===== config.mk =====
export PLATFORM = sky130hd
export DESIGN_NAME = cmd_status_unit
export DESIGN_NICKNAME = d
export VERILOG_FILES = /design/src/rtl/cmd_status_unit.sv
export SDC_FILE = /design/constraint.sdc
export NUM_CORES = 1
export LEC_CHECK = 0
export CORE_AREA = 10 10 182 184
export CTS_BUF_LIST = sky130_fd_sc_hd__clkbuf_2 sky130_fd_sc_hd__clkbuf_4 sky130_fd_sc_hd__clkbuf_8
export DETAILED_ROUTE_END_ITERATION = 6
export DIE_AREA = 0 0 192 194
export PLACE_DENSITY = 0.78
export SLEW_MARGIN = 20
export SYNTH_ARGS = -nofsm -noshare
export SYNTH_HDL_FRONTEND = slang
export SYNTH_SLANG_ARGS = --single-unit

===== constraint.sdc =====
create_clock -name clk -period 2.7 [get_ports clk]
set_clock_uncertainty 0.1 [all_clocks]
set_input_delay 0.675 -clock clk [delete_from_list [all_inputs] [get_ports clk]]
set_output_delay 0.675 -clock clk [all_outputs]
set_load 0.03 [all_outputs]

===== src/rtl/cmd_status_unit.sv =====
module cmd_status_unit #(
  parameter logic [5:0]  CMD_STOP    = 6'd12,
  parameter logic [31:0] ERR_MASK_R1 = 32'hFDF9_0000,
  parameter logic [15:0] ERR_MASK_R6 = 16'hE008,
  parameter logic [15:0] R3_KEEP     = 16'hE000
) (
  input  logic         clk,
  input  logic         rst_n,
  input  logic         reg_wr,
  input  logic [3:0]   reg_addr,
  input  logic [15:0]  reg_wdata,
  output logic [15:0]  reg_rdata,
  input  logic         card_detect,
  output logic         card_start,
  output logic [5:0]   card_cmd,
  output logic [31:0]  card_arg,
  input  logic         card_rsp_valid,
  input  logic [4:0]   card_rsp_len,
  input  logic [127:0] card_rsp_data,
  output logic         irq
);
  localparam logic [3:0] A_CMD  = 4'd0;
  localparam logic [3:0] A_ARGL = 4'd1;
  localparam logic [3:0] A_ARGH = 4'd2;
  localparam logic [3:0] A_CTRL = 4'd3;
  localparam logic [3:0] A_STAT = 4'd4;
  localparam logic [3:0] A_IEN  = 4'd5;

  logic [15:0]       last_cmd, stat, ien, s_nx;
  logic [31:0]       arg;
  logic              en, waiting, pend, cd_q;
  logic [7:0][15:0]  rsp;
  logic [4:0]        cap_len;
  logic [127:0]      cap_data;

  wire wr_cmd     = reg_wr && (reg_addr == A_CMD);
  wire init0      = reg_wdata[7] && (reg_wdata[5:0] == 6'd0);
  wire cmd_ok     = wr_cmd && en && !waiting && !pend;
  wire disable_wr = reg_wr && (reg_addr == A_CTRL) && !reg_wdata[0];

  wire [2:0] rtype = last_cmd[10:8];
  wire t_r1 = (rtype == 3'd1);
  wire t_r2 = (rtype == 3'd2);
  wire t_r3 = (rtype == 3'd3);
  wire t_r6 = (rtype == 3'd6);
  wire short_rsp = ((t_r1 || t_r3 || t_r6) && (cap_len < 5'd4)) ||
                   (t_r2 && (cap_len < 5'd16));
  wire has_rsp = (t_r1 || t_r2 || t_r3 || t_r6) && !short_rsp;
  wire [31:0] word = {cap_data[7:0], cap_data[15:8], cap_data[23:16], cap_data[31:24]};
  wire err = !short_rsp && ((t_r1 && |(word & ERR_MASK_R1)) ||
                            (t_r6 && |(word[15:0] & ERR_MASK_R6)));

  assign card_cmd = last_cmd[5:0];
  assign card_arg = arg;
  assign irq      = |(stat & ien);

  always_comb begin
    s_nx = stat;
    if (reg_wr && (reg_addr == A_STAT)) s_nx = s_nx & ~reg_wdata;
    if (pend) begin
      if (short_rsp) s_nx[7] = 1'b1;
      else begin
        if (t_r3) begin
          if (word[31]) s_nx = s_nx & R3_KEEP;
          else s_nx[12] = 1'b1;
        end
        if (err) s_nx[14] = 1'b1;
        s_nx[0] = 1'b1;
        if (last_cmd[5:0] == CMD_STOP) s_nx[2] = 1'b1;
      end
    end
    if (cmd_ok && init0) s_nx[0] = 1'b1;
    if (card_detect && !cd_q) s_nx[1] = 1'b1;
  end

  always_comb begin
    case (reg_addr)
      A_CMD:   reg_rdata = last_cmd;
      A_ARGL:  reg_rdata = arg[15:0];
      A_ARGH:  reg_rdata = arg[31:16];
      A_CTRL:  reg_rdata = {15'd0, en};
      A_STAT:  reg_rdata = stat;
      A_IEN:   reg_rdata = ien;
      default: reg_rdata = reg_addr[3] ? rsp[reg_addr[2:0]] : 16'd0;
    endcase
  end

  always_ff @(posedge clk or negedge rst_n) begin
    if (!rst_n) begin
      last_cmd   <= '0;
      arg        <= '0;
      en         <= 1'b0;
      stat       <= '0;
      ien        <= '0;
      waiting    <= 1'b0;
      pend       <= 1'b0;
      cd_q       <= 1'b0;
      card_start <= 1'b0;
      rsp        <= '0;
      cap_len    <= '0;
      cap_data   <= '0;
    end else begin
      cd_q       <= card_detect;
      card_start <= cmd_ok && !init0;
      if (disable_wr) begin
        last_cmd <= '0;
        arg      <= '0;
        en       <= 1'b0;
        stat     <= '0;
        ien      <= '0;
        waiting  <= 1'b0;
        pend     <= 1'b0;
        rsp      <= '0;
      end else begin
        stat <= s_nx;
        if (reg_wr) begin
          case (reg_addr)
            A_CMD: if (cmd_ok) begin
              last_cmd <= reg_wdata;
              rsp      <= '0;
              waiting  <= !init0;
            end
            A_ARGL: arg[15:0]  <= reg_wdata;
            A_ARGH: arg[31:16] <= reg_wdata;
            A_CTRL: en  <= 1'b1;
            A_IEN:  ien <= {1'b0, reg_wdata[14:0]};
            default: ;
          endcase
        end
        pend <= waiting && card_rsp_valid;
        if (waiting && card_rsp_valid) begin
          waiting  <= 1'b0;
          cap_len  <= card_rsp_len;
          cap_data <= card_rsp_data;
        end
        if (pend && has_rsp) begin
          for (int i = 0; i < 8; i++)
            rsp[7-i] <= {cap_data[16*i +: 8], cap_data[16*i+8 +: 8]};
        end
      end
    end
  end
endmodule



==> reports/results.ini <==
[setup_path]
end_kind = output port
worstSetupStartpointType = flop
cp_max_fo = 2
r2r_start = last_cmd[8]$_DFFE_PN0P_
cp.required_ps = 1920
critPathLaunch = rsp[47]$_DFFE_PN0P_
r2r_setup_slack_ps = 450
cp.arrival_ps = 2350
crit_type = reg2out

[timing]
finalSetupViolations = 17
max_freq_mhz = 320
hold_violations = 0
period_needed_ps = 3120
rsz0062_at_grt = yes
setup_ws_ps = -424
period_share_pct = 116
relSlewSlack_pct = 62.3
tightest_slew_ps = 566
whs_ps = 384
slew_viol_final = 0

[die]
start_util_pct = 50.3
core.rowCount = 63
pin_count = 214
die_h_um = 194
dieWidth_um = 192
fp.coreArea_um2 = 29400
die-area_um2 = 37200

[pwr]
powerDensity_nw_per_um2 = 797
switchingPower_mw = 4.56
pwr-share-clk_pct = 29.8
vdd_drop_max_mv = 0.456
power.internal_mw = 11.2
p_sw_share_pct = 28.9
combPwrFrac_pct = 22.6
seq_power_share_pct = 47.6
p_leak_nw = 8.85

[placed_design]
gp_congestion = 0.945
hpwl_um = 32300
placed_cells = 1743
io_buffers = 211

[synthesis]
ys_warn_count = 0
syn-num-nets = 1291
avgSynthCellArea_um2 = 13.0
ys_seq_elements = 343
syn-cell-area_um2 = 14800
synth_top_cell_area_share_pct = 58.1
ys_types = 51
syn_inst = 1133
synth.area.top_cells = dfrtp_1 (58%), mux2_2 (11%), a22o_1 (7.9%)
synth_edf_count = 0
ys_seq_area_share_pct = 58.1
synth_flop_cell = dfrtp_1
async_flop_share_pct = 100
yosys.area.top_type = dfrtp_1

[detailed_routing]
dr.pass1.iters = 5
via_per_inst = 5.94
ant_nets = 0
drc_errors = 0
route.detailed.wl_per_inst_um = 24.1
vias = 11100
dr.first_iter.drc_count = 857
routed_wl_um = 45100

[layout]
n_antenna_cell = 0
area_delta_synth_final_pct = 34.0
final_nets = 1597
layout-drive-gt1-share_pct = 33.1
final_cells = 1872
utilization_pct = 67.4

[min_path]
min-delay-start = cap_data[35]$_DFFE_PN0P_
hold_path.class = reg2reg

[global_routing]
grt-ovfl-total = 0
grt_max_degree = 69
grt_pass1_vias = 11600
antenna_found_initial = 0
grt_pass1_wl_um = 69200
gr-usage-all-layers_pct = 23.7

[clocking]
cts_root_buf = clkbuf_8
insertion_delay_ps = 600
cts_buffer_depth = 3
clk_pin_slew_ps = 60
cts_tree = done
h-tree-depth = 2
cts_buffers = 55
clock_sinks = 343

[outcome]
violations = setup timing
status = complete, but fails checks

[job]
drv_cap = 0

## sequential cells by signal, indices dropped and copies added (netlist names)
name	flops
card_arg	32
waiting	1
card_start	1
cap_len	3
last_cmd	16
cd_q	1
en	1
cap_data	128
ien	15
rsp	128
pend	1
stat	16
## cells in the mapped netlist, types with 2 or more instances
master and number:
and2_0 2, dfrtp_1 343, o21ai_0 28, buf_6 16, nor3b_1 3, nand2_1 144
nor4_1 4, inv_1 2, nor2b_1 13, mux2_2 141, o31ai_1 11, a22o_1 134
mux2i_1 9, nand4_1 3, buf_2 25, nand3_1 19, o211ai_1 2, a21oi_1 64
and3_1 13, a21boi_0 3, or3_1 2, a22oi_1 4, a221oi_1 10, a221o_1 15
buf_4 28, nor3_1 3, buf_1 4, nor4b_1 3, clkbuf_1 22, nor2_1 8
mux4_2 32, nand3b_1 3, nand2b_1 2
## timing repair
item	in CTS	in global routing
cloned	2	0
setup buffers	19	9
hold buffers	1	0
hold endpoints to repair	41	0
resized for setup	82	7
setup endpoints to repair	17	17
pin swaps	22	10
## cell usage in the layout, fill, tap and decap left out, types with 6 or more instances in the layout
cell type        synthesis  layout
mux2_2                 141     139
o31ai_2                  0       6
buf_4                   28      94
buf_6                   16      14
o21ai_0                 28      26
clkdlybuf4s50_1          0     189
dfrtp_1                343     343
nand2_2                  0      13
clkinv_2                 0       7
nor2_1                   8       7
a221o_2                  0      15
buf_12                   0      41
nand3_1                 19      16
nand2_1                144     129
and3_1                  13      13
a221oi_2                 0       6
clkbuf_8                 0      68
mux2i_1                  9       9
a22o_1                 134     134
nor2b_1                 13       9
clkbuf_4                 0      21
mux4_2                  32      32
a21oi_1                 64      63
## logic make-up (layout without fill, tap and decap cells)
| kind of cell | after synthesis | after routing | synth area share, % |
|---|---|---|---|
| DFF | 343 | 343 | 58.1 |
| AOI/OAI and AO/OA | 279 | 279 | 14.2 |
| and+or+nand+nor | 230 | 230 | 7.23 |
| muxes | 182 | 182 | 16.2 |
| buffers and inverters | 99 | 448 | 4.26 |
## per-stage QoR
step,setup slack (ps),setup TNS (ps),cell area [um^2],power (mW)
6_report,-424,-5540,19800,15.8
4_1_cts,-427,-5410,19700,15.8
3_5_place_dp,-538,-157960,18000,11.0
2_1_floorplan,-47.3,-245,14900,9.35
3_3_place_gp,-540,-157660,18000,10.8
5_1_grt,-465,-6180,19800,16.5
## final timing paths
| kind | to | depth (start not counted) |
|---|---|---|
| worst max register to register | rsp[55]$_DFFE_PN0P_ | 5 |
| worst max-delay path | reg_rdata[15] | 4 |
| worst min register to register | rsp[91]$_DFFE_PN0P_ | 1 |
| worst min-delay path | rsp[91]$_DFFE_PN0P_ | 1 |
| max in group asynchronous | cap_data[38]$_DFFE_PN0P_ | 3 |
| min in group asynchronous | card_arg[5]$_DFFE_PN0P_ | 2 |
## layer usage
layer	track usage (%)	vias up	wire [um]
met2	36.9	531	21000
li1	-	4832	-
met4	7.55	0	1330
met3	4.53	81	3290
met5	0	-	0
met1	32.8	5669	19400
## cell type report
cell class	count	area (um^2)
Sequential cell	343	8580
Inverter	3	15.0
Tap cell	390	488
Timing Repair Buffer	345	3670
Clock buffer	89	1090
Fill cell	2076	9590
Clock inverter	11	97.6
Multi-Input combinational cell	691	5860
## critical path: stages, from the launching register on
cell and delay, ps:
dfrtp_1 410, mux4_2 490, mux2_4 310, a221o_2 390
buf_12 150
## power by group through the flow
stage               logic (mW)  registers [mW]  clock network [mW]
floorplan                 2.03            7.32                   0
global placement          3.28            7.51                   0
detailed placement        3.41            7.59                   0
CTS                       3.55            7.51                4.78
global route              3.82            7.67                5.02
finish                    3.56            7.52                4.71
Note: power is estimated with default switching activity, not from simulation.
